<file path="config.mk">
export PLATFORM = sky130hd
export DESIGN_NAME = flash_gray_decoder
export DESIGN_NICKNAME = d
export VERILOG_FILES = /design/src/rtl/flash_dec_pkg.sv /design/src/rtl/thermo_to_gray.sv /design/src/rtl/thermo_to_naive.sv /design/src/rtl/fall_capture.sv /design/src/rtl/rise_output.sv /design/src/rtl/flash_gray_decoder.sv
export SDC_FILE = /design/constraint.sdc
export NUM_CORES = 1
export LEC_CHECK = 0
export ABC_AREA = 1
export BUFFER_PORTS_ARGS = -buffer_cell sky130_fd_sc_hd__buf_2
export CORE_MARGIN = 4
export CORE_UTILIZATION = 51
export CTS_CLUSTER_DIAMETER = 30
export DETAILED_ROUTE_END_ITERATION = 7
export GPL_TIMING_DRIVEN = 0
export PLACE_DENSITY = 0.93
export SLEW_MARGIN = 20
export SYNTH_ARGS = -nofsm -noshare
export SYNTH_HDL_FRONTEND = slang
export SYNTH_SLANG_ARGS = --single-unit
</file>
<file path="constraint.sdc">
create_clock -name clk -period 1.8 [get_ports clk]
set_input_delay 0.27 -clock clk [delete_from_list [all_inputs] [get_ports clk]]
set_output_delay 0.27 -clock clk [all_outputs]
set_load 0.02 [all_outputs]
</file>
<file path="src/rtl/flash_dec_pkg.sv">
package flash_dec_pkg;

    localparam int unsigned CODE_W_MIN = 3;
    localparam int unsigned CODE_W_MAX = 8;

    typedef logic [CODE_W_MAX-1:0] code_max_t;

    // Prefix XOR from the top bit downwards: binary bit i = XOR of Gray bits MAX-1..i.
    function automatic code_max_t gray_to_bin(input code_max_t g);
        code_max_t b;
        logic      acc;
        acc = 1'b0;
        b   = '0;
        for (int i = CODE_W_MAX - 1; i >= 0; i--) begin
            acc  = acc ^ g[i];
            b[i] = acc;
        end
        return b;
    endfunction

endpackage

</file>
<file path="src/rtl/thermo_to_gray.sv">
module thermo_to_gray #(
    parameter int unsigned N = 6
) (
    input  logic [(2**N)-2:0] thermo_i,
    output logic [N-1:0]      gray_o
);
    localparam int unsigned TAPS = (2**N) - 1;

    // Gray bit k collects the taps whose 1-based position is an odd multiple of 2^k.
    always_comb begin
        gray_o = '0;
        for (int k = 0; k < N; k++) begin
            for (int p = 1; p <= TAPS; p++) begin
                if ((p % (2 << k)) == (1 << k)) begin
                    gray_o[k] = gray_o[k] ^ thermo_i[p-1];
                end
            end
        end
    end

endmodule

</file>
<file path="src/rtl/thermo_to_naive.sv">
module thermo_to_naive #(
    parameter int unsigned N = 6
) (
    input  logic [(2**N)-2:0] thermo_i,
    input  logic              legal_i,
    output logic [N-1:0]      code_o
);
    localparam int unsigned TAPS = (2**N) - 1;

    logic [TAPS:0]   ext_w;
    logic [TAPS-1:0] edge_w;

    always_comb begin
        ext_w  = {1'b0, thermo_i};
        edge_w = '0;
        code_o = '0;
        for (int i = 0; i < TAPS; i++) begin
            edge_w[i] = ext_w[i] & ~ext_w[i+1];
            if (edge_w[i]) begin
                code_o = code_o | N'(i + 1);
            end
        end
    end

    // a well-formed vector marks at most one boundary
    always_comb begin
        if (legal_i) begin
            a_r7_single_edge: assert ($onehot0(edge_w))
                else $error("comparison path marked several boundaries on a well-formed vector");
        end
    end

endmodule

</file>
<file path="src/rtl/fall_capture.sv">
module fall_capture #(
    parameter int unsigned N = 6
) (
    input  logic         clk,
    input  logic         rst_n,
    input  logic         naive_sel_i,
    input  logic [N-1:0] gray_i,
    input  logic [N-1:0] naive_i,
    output logic         cap_valid_o,
    output logic         cap_naive_o,
    output logic [N-1:0] cap_code_o
);
    typedef struct packed {
        logic         valid;
        logic         naive;
        logic [N-1:0] code;
    } cap_t;

    cap_t cap_d, cap_q;

    always_comb begin
        cap_d = cap_q;
        if (!rst_n) begin
            cap_d = '0;
        end else begin
            cap_d.valid = 1'b1;
            cap_d.naive = naive_sel_i;
            cap_d.code  = naive_sel_i ? naive_i : gray_i;
        end
    end

    always_ff @(negedge clk) begin
        cap_q <= cap_d;
    end

    assign cap_valid_o = cap_q.valid;
    assign cap_naive_o = cap_q.naive;
    assign cap_code_o  = cap_q.code;

    // the registered mode follows the select seen at the capturing edge
    a_r9_mode_capture: assert property (@(negedge clk) disable iff (!rst_n)
        1'b1 |=> (cap_q.naive == $past(naive_sel_i)))
        else $error("captured mode differs from select at capture");

endmodule

</file>
<file path="src/rtl/rise_output.sv">
module rise_output
    import flash_dec_pkg::*;
#(
    parameter int unsigned N = 6
) (
    input  logic         clk,
    input  logic         rst_n,
    input  logic         cap_valid_i,
    input  logic         cap_naive_i,
    input  logic [N-1:0] cap_code_i,
    output logic         out_valid_o,
    output logic [N-1:0] out_data_o
);
    typedef struct packed {
        logic         valid;
        logic [N-1:0] data;
    } out_t;

    out_t out_d, out_q;
    logic [N-1:0] conv_w;

    always_comb begin
        conv_w = N'(gray_to_bin(code_max_t'(cap_code_i)));
        out_d  = out_q;
        if (!rst_n) begin
            out_d = '0;
        end else begin
            out_d.valid = cap_valid_i;
            out_d.data  = cap_naive_i ? cap_code_i : conv_w;
        end
    end

    always_ff @(posedge clk) begin
        out_q <= out_d;
    end

    assign out_valid_o = out_q.valid;
    assign out_data_o  = out_q.data;

    // re-encoding the binary output returns the Gray code it came from
    a_r4_gray_roundtrip: assert property (@(posedge clk) disable iff (!rst_n)
        (cap_valid_i && !cap_naive_i) |=> ((out_q.data ^ (out_q.data >> 1)) == $past(cap_code_i)))
        else $error("binary output does not re-encode to captured Gray code");

    // no valid output without a captured sample behind it
    a_r6_valid_needs_capture: assert property (@(posedge clk) disable iff (!rst_n)
        !cap_valid_i |=> !out_q.valid)
        else $error("output marked valid without a capture");

endmodule

</file>
<file path="src/rtl/flash_gray_decoder.sv">
module flash_gray_decoder #(
    parameter int unsigned N = 6
) (
    input  logic               clk,
    input  logic               rst_n,
    input  logic               naive_sel,
    input  logic [(2**N)-2:0]  thermo,
    output logic [N-1:0]       bin_out,
    output logic               bin_valid
);
    localparam int unsigned TAPS = (2**N) - 1;

    logic [N-1:0] gray_w;
    logic [N-1:0] naive_w;
    logic         legal_w;
    logic         cap_valid_w;
    logic         cap_naive_w;
    logic [N-1:0] cap_code_w;

    // well-formed: ones packed at the bottom, so adding one clears every set bit
    assign legal_w = ((thermo & (thermo + TAPS'(1))) == '0);

    thermo_to_gray #(.N(N)) u_gray (
        .thermo_i (thermo),
        .gray_o   (gray_w)
    );

    thermo_to_naive #(.N(N)) u_naive (
        .thermo_i (thermo),
        .legal_i  (legal_w),
        .code_o   (naive_w)
    );

    fall_capture #(.N(N)) u_cap (
        .clk         (clk),
        .rst_n       (rst_n),
        .naive_sel_i (naive_sel),
        .gray_i      (gray_w),
        .naive_i     (naive_w),
        .cap_valid_o (cap_valid_w),
        .cap_naive_o (cap_naive_w),
        .cap_code_o  (cap_code_w)
    );

    rise_output #(.N(N)) u_out (
        .clk         (clk),
        .rst_n       (rst_n),
        .cap_valid_i (cap_valid_w),
        .cap_naive_i (cap_naive_w),
        .cap_code_i  (cap_code_w),
        .out_valid_o (bin_valid),
        .out_data_o  (bin_out)
    );

    // Gray parity tracks the number of ones in the captured vector
    a_r3_gray_parity: assert property (@(negedge clk) disable iff (!rst_n)
        (legal_w && !naive_sel) |=> ((^cap_code_w) == $past(^thermo)))
        else $error("captured Gray parity disagrees with thermometer count");

endmodule

</file>
* Word level (Yosys, flattened, before mapping) *
Cells that the tools add are included.

cells by class
  eq/ne operators = 0
  divide/modulo/power cells = 0
  add/subtract/negate cells = 0
  $mul = 0
  reduce and logical (&&, ||, !) cells = 0
  bitwise gates (word level) = 186
  muxes and demuxes = 66
  order comparisons = 0
  shift-type cells = 0

operators by type and width
  operator           count
  6-bit 2-to-1 mux   33
  5-bit 2-to-1 mux   17
  1-bit bitwise AND  62
  1-bit NOT          62
  1-bit XOR          62
  4-bit 2-to-1 mux   8
  3-bit 2-to-1 mux   4
  8-bit 2-to-1 mux   1
  2-bit 2-to-1 mux   2
  1-bit 2-to-1 mux   1

word-level totals
  latch bits = 0
  RAM bits = 0
  ROM bits = 0
  memories kept = 0
  register bits after elaboration = 15

* Longest topological paths before layout *
Gate-level depths: netlist of run 1.

  depth in word-level cells = 67
  mapped depth = 16

* Modules after synthesis *
Synthesis of run 1 repeated with hierarchy kept, for this count alone.

second synthesis, totals
  cell total of the unflattened synthesis = 855
  area, all modules = 3892.5 um^2

by module, submodules not included
  module              cells each  area each (um^2)  instances
  flash_gray_decoder  374         1554.0            1
  thermo_to_naive     243         947.2             1
  thermo_to_gray      142         739.5             1
  rise_output         54          356.6             1
  fall_capture        42          295.3             1

==> results of run 1 <==
==> flip-flops by register name (all words and copies together), names as in the netlist <==
| name | flops |
|---|---|
| u_cap.cap_naive_o | 1 |
| u_cap.cap_valid_o | 1 |
| u_out.out_data_o | 6 |
| u_cap.cap_code_o | 6 |
| u_out.out_valid_o | 1 |
==> placed cells by master, fill, tap and decap left out, types with 8 or more instances in the layout <==
| master | n |
|---|---|
| inv_2 | 25 |
| nand2_1 | 100 |
| buf_4 | 19 |
| nand4_1 | 11 |
| nand3_1 | 12 |
| nand2_2 | 26 |
| dfxtp_1 | 12 |
| buf_2 | 49 |
| inv_1 | 38 |
| xor2_1 | 8 |
| nor2_1 | 17 |
| buf_6 | 12 |
| xnor2_1 | 19 |
==> synthesized netlist by cell type <==
cell       instances  share of area
nand3_1           16          0.040
nand2_1          131           0.25
nand2b_1           1         0.0031
a2111oi_0          1         0.0044
a221oi_1           3          0.013
o2111ai_1          2         0.0088
o211ai_1           4          0.015
o22ai_1            4          0.013
nor3b_1            3          0.011
nor2_1            25          0.047
nand4_1           11          0.035
clkbuf_8           1         0.0069
or2_2             11          0.035
a21oi_1            6          0.015
o21ai_0           14          0.035
nor3_1             4          0.010
xnor2_1           22          0.097
dfxtp_1           15           0.15
nor4_1             8          0.025
xor2_1            10          0.044
inv_1             68           0.13
a2111o_1           1         0.0056
nand3b_1           3          0.011
==> where the power goes <==
part	switching (mW)	internal, mW
Combinational	0.598	0.425
Clock	0.188	0.321
Sequential	0.0258	0.377
==> worst paths after layout <==
path	start	to	cells after the start
setup / recovery	u_cap.cap_code_o[4]$_SDFF_NN0_	u_out.out_data_o[0]$_SDFF_PN0_	7
hold / removal	rst_n	u_out.out_data_o[2]$_SDFF_PN0_	3
setup reg to reg	u_cap.cap_code_o[4]$_SDFF_NN0_	u_out.out_data_o[0]$_SDFF_PN0_	7
hold reg to reg	u_cap.cap_valid_o$_DFF_N_	u_out.out_valid_o$_SDFF_PN0_	2
==> cell families after synthesis <==
group                     Yosys count  share of synthesized area
buffers and inverters              69                      0.135
xor gates and xnor gates           32                      0.141
and+or+nand+nor                   213                      0.464
AOI/OAI and AO/OA                  35                      0.110
DFF                                15                      0.151
==> layer usage <==
layer  vias to the layer above  share of wire
met5                         -              0
met4                         0          0.063
met3                        54          0.081
met2                       207           0.49
met1                      1322           0.37
li1                       1357              -
==> worst max-delay path, delay by kind of cell (launching register included) <==
family        cells  cell delay [ps]
xor+xnor          4              900
simple gates      3              310
flops             1              350
==> area by class of cell <==
class	count	area, µm²
Buffer	1	13.8
Clock buffer	3	41.3
Clock inverter	9	60.1
Fill cell	210	473
Inverter	67	315
Multi-Input combinational cell	280	1820
Sequential cell	15	304
Tap cell	48	60.1
Timing Repair Buffer	87	633
==> what timing repair did <==
action | in CTS | in global routing
setup endpoints to repair | 11 | 11
hold endpoints to repair | 0 | 0
resized for setup | 113 | 60
buffers inserted | 13 | 3
pin swaps | 49 | 34
==> per-stage QoR <==
stage	area (µm²)	setup WS (ps)	hold WS, ps	std cells	utilization
after floorplan	2070	-512	408	364	-
after global placement	2490	-773	551	484	0.671
after detailed placement	2490	-783	571	484	0.671
after CTS	3040	-746	303	507	0.819
after global routing	3240	-938	348	510	0.873
final	3240	-834	301	510	0.873
==> impl_metrics.toml, run 1 <==
[run_status]
status = "finished with violations"
violations = "setup timing"

[setup_path]
critPathMaxFanout = 3
crit_slowest_cell = "dfxtp_2"
rrSetupSlack_ps = -830
critPathRequiredTime_ps = 1950
crit_arrival_ps = 2780
end_kind = "register"
path_class = "register to register"
critPathLaunchType = "register"
crit_chain = "xnor2_4 > xor2_2 > xor2_2 > xor2_1 > nor2_2 > nor2_1 > nor2_1"
cp_slowest_stage_delay_ps = 350

[timing]
slew_headroom = 0.752
setup_tns_ps = -3930
setup-violations-final = 11
drv_slew = 0
rsz0062_at_grt = "yes"
worst_pin_slew_ps = 368
layout_setup_ws_ps = -834
fin_skew_ps = 79.7
finalHoldViolCount = 0

[cts]
cts_root_buf = "clkbuf_8"
cts_buffers = 3
path_clk_slew_ps = 70
htreeDepth = 1
clock_path_buffers = 2
clk_latency_ps = 330
cts_sinks = 15
ctsHoldBuffers = 0
cts_tree = "done"

[floorplanning]
die-area_um2 = 4970
start_util = 0.536
fp.dieW_um = 70.5
die_y_um = 70.5
num_rows = 22
io-pin-count = 73
coreArea_um2 = 3720

[placed_design]
finalWeightedCongestion = 0.952
port_buffers = 72
hpwl_um = 6060

[power_and_ir_drop]
p_total_mw = 1.93
p_per_area_nw_per_um2 = 596
irDropWorstVdd_mv = 0.285
leakagePower_nw = 1.71

[grt]
grt.busiest_layer = "met2"
antenna_found_initial = 0
grt_overflow = 0
grt_usage = 0.335
grtUsageMet3 = 0.0403
use_met1 = 0.389
grt_pass1_wl_um = 13100
grt_pass1_vias = 2834
grt_max_degree = 11
globalRouteMet2Util = 0.605

[detailed_routing]
ant_nets = 0
dr.pass1.iters = 5
vias = 2940
wl_per_cell_um = 17.4
drt_iter0_markers = 284
viasPerCell = 5.76
totalWireLength_um = 8860
drc = 0

[job]
drv_cap = 0

[logic_synthesis]
ys_types = 23
syn_inst = 364
avgSynthCellArea_um2 = 5.48
ys_ff_latch = 15
synthesis.area_um2 = 1990
synthesis.nets = 430
ys_warn_count = 0
yosysSeqAreaShare = 0.151

[layout]
areaGrowthSynthToFinish_pct = 62.7
num_antenna_cells = 0
nNetsFinal = 529
drive_gt1_frac = 0.452

[worst_hold_path]
hold_class = "input pin to register"
No activity file was read; power rests on OpenSTA's default activity.
==> run 2, diff against run 1 <==
--- a/config.mk
+++ b/config.mk
@@ -7,12 +7,13 @@
 export LEC_CHECK = 0
 export ABC_AREA = 1
 export BUFFER_PORTS_ARGS = -buffer_cell sky130_fd_sc_hd__buf_2
-export CORE_MARGIN = 4
+export CORE_MARGIN = 2
 export CORE_UTILIZATION = 51
 export CTS_CLUSTER_DIAMETER = 30
 export DETAILED_ROUTE_END_ITERATION = 7
 export GPL_TIMING_DRIVEN = 0
 export PLACE_DENSITY = 0.93
+export REMOVE_ABC_BUFFERS = 1
 export SLEW_MARGIN = 20
 export SYNTH_ARGS = -nofsm -noshare
 export SYNTH_HDL_FRONTEND = slang
==> run 2 against run 1 <==
The flow finishes with violations (DRC, setup timing). Clock power down 35%. Sequential power about the same. Register-to-register slack better by 130 ps. Combinational power up 6%. Clock skew down 5.4 ps. Via count up 9.9%. Sequential cell count unchanged. Critical path type unchanged.
==> impl_metrics.toml, run 2 (synthesis gave the netlist of run 1 again) <==
[grt]
grt_max_degree = 14
grt_pass1_vias = 2607
antenna_found_initial = 0
grt_overflow = 0
grt_pass1_wl_um = 11500
grt_usage = 0.346

[floorplanning]
die_y_um = 66.5
start_util = 0.536
io-pin-count = 73
num_rows = 22
die-area_um2 = 4420
fp.dieW_um = 66.5
coreArea_um2 = 3720

[setup_path]
critPathLaunchType = "register"
end_kind = "register"
crit_arrival_ps = 2650
path_class = "register to register"
critPathRequiredTime_ps = 1940
critPathMaxFanout = 3

[placed_design]
port_buffers = 72
hpwl_um = 5850
dpl.cell_count = 483
finalWeightedCongestion = 0.981

[detailed_routing]
wl_per_cell_um = 18.7
wl_met2_um = 4320
wl_met1_um = 3120
viasPerCell = 6.20
top_layer = "met4"
wl_met3_um = 1270
vias = 3231
drt_iter0_markers = 377
dr.pass1.iters = 8
ant_nets = 0
drc = 6
totalWireLength_um = 9740

[layout]
drive_gt1_frac = 0.469
fin_util = 0.873
areaGrowthSynthToFinish_pct = 62.8
num_antenna_cells = 0
final_cells = 521
most-common-layout-cells = "94 x nand2_1, 54 x buf_2, 41 x inv_1"
final_common_cell = "nand2_1"
nNetsFinal = 540

[run_status]
violations = "DRC, setup timing"
status = "finished with violations"

[cts]
ctsHoldBuffers = 0
path_clk_slew_ps = 60
cts_buffers = 3
clk_latency_ps = 320
cts_sinks = 15
cts_tree = "done"
htreeDepth = 1
cts_root_buf = "clkbuf_8"
clock_path_buffers = 2

[timing]
slew_headroom = 0.673
setup_tns_ps = -4370
drv_slew = 0
finalHoldViolCount = 0
worst_pin_slew_ps = 489
layout_setup_ws_ps = -703
setup-violations-final = 11
fin_skew_ps = 74.3
rsz0062_at_grt = "yes"
hold_slack_ps = 366

[power_and_ir_drop]
irDropWorstVdd_mv = 0.250
leakagePower_nw = 1.75
p_per_area_nw_per_um2 = 559

[worst_hold_path]
hold_class = "input pin to register"

[job]
drv_cap = 0
-- run 2: cell types whose count changed in the layout (fill, tap and decap cells not counted), sizes merged --
cell	change
buf	+10
clkbuf	+1
clkinv	+1
clkinvlp	+1
bufinv	-1
inv	-1
-- run 2: cell type report --
| type | count | area, µm² |
|---|---|---|
| inverters | 67 | 278 |
| clock inverters | 9 | 33.8 |
| flip-flops and latches | 15 | 303 |
| well taps | 48 | 60.1 |
| multi-input cells | 280 | 1820 |
| repair buffers | 99 | 706 |
| fillers | 207 | 472 |
| clock buffers | 3 | 41.3 |
-- run 2: through the flow --
| step | area, µm² | power, mW | setup WS, ps |
|---|---|---|---|
| 6_report | 3240 | 1.81 | -703 |
| 3_5_place_dp | 2400 | 1.13 | -979 |
| 2_1_floorplan | 1980 | 0.882 | -520 |
| 4_1_cts | 2800 | 1.56 | -720 |
| 5_1_grt | 3240 | 1.90 | -789 |
| 3_3_place_gp | 2400 | 1.12 | -982 |
-- run 2: worst paths after layout --
| kind | from | cells past startpoint | to | slack [ps] |
|---|---|---|---|---|
| worst min-delay path | rst_n | 3 | u_out.out_valid_o$_SDFF_PN0_ | 370 |
| worst max-delay path | u_cap.cap_code_o[4]$_SDFF_NN0_ | 8 | u_out.out_data_o[0]$_SDFF_PN0_ | -700 |
| worst max register to register | u_cap.cap_code_o[4]$_SDFF_NN0_ | 8 | u_out.out_data_o[0]$_SDFF_PN0_ | -700 |
| worst min register to register | u_cap.cap_valid_o$_DFF_N_ | 2 | u_out.out_valid_o$_SDFF_PN0_ | 1390 |
-- run 2: report_power, final --
group / internal, mW / switching, mW
combinational: 0.447 / 0.634
clock: 0.175 / 0.156
sequential: 0.377 / 0.0241
total: 0.999 / 0.813
-- run 2: routing by layer --
metal  track usage  vias to the layer above
li1              -                     1383
met1         0.397                     1375
met2         0.616                      348
met3        0.0355                      125
met4         0.202                        0
met5             0                        -
-- run 2: critical path: stages, from the launching register on --
cell and delay, ps:
dfxtp_2 340, xnor2_4 200, xor2_2 240, xor2_2 200
xor2_1 100, nor2_2 170, nand2_1 70, nand2_1 60
nor2_1 50
-- run 2: timing repair --
action	in CTS	in global routing
pin swaps	36	43
setup endpoints to repair	11	11
gates cloned	0	0
gates resized for setup	86	99
setup buffers	16	14
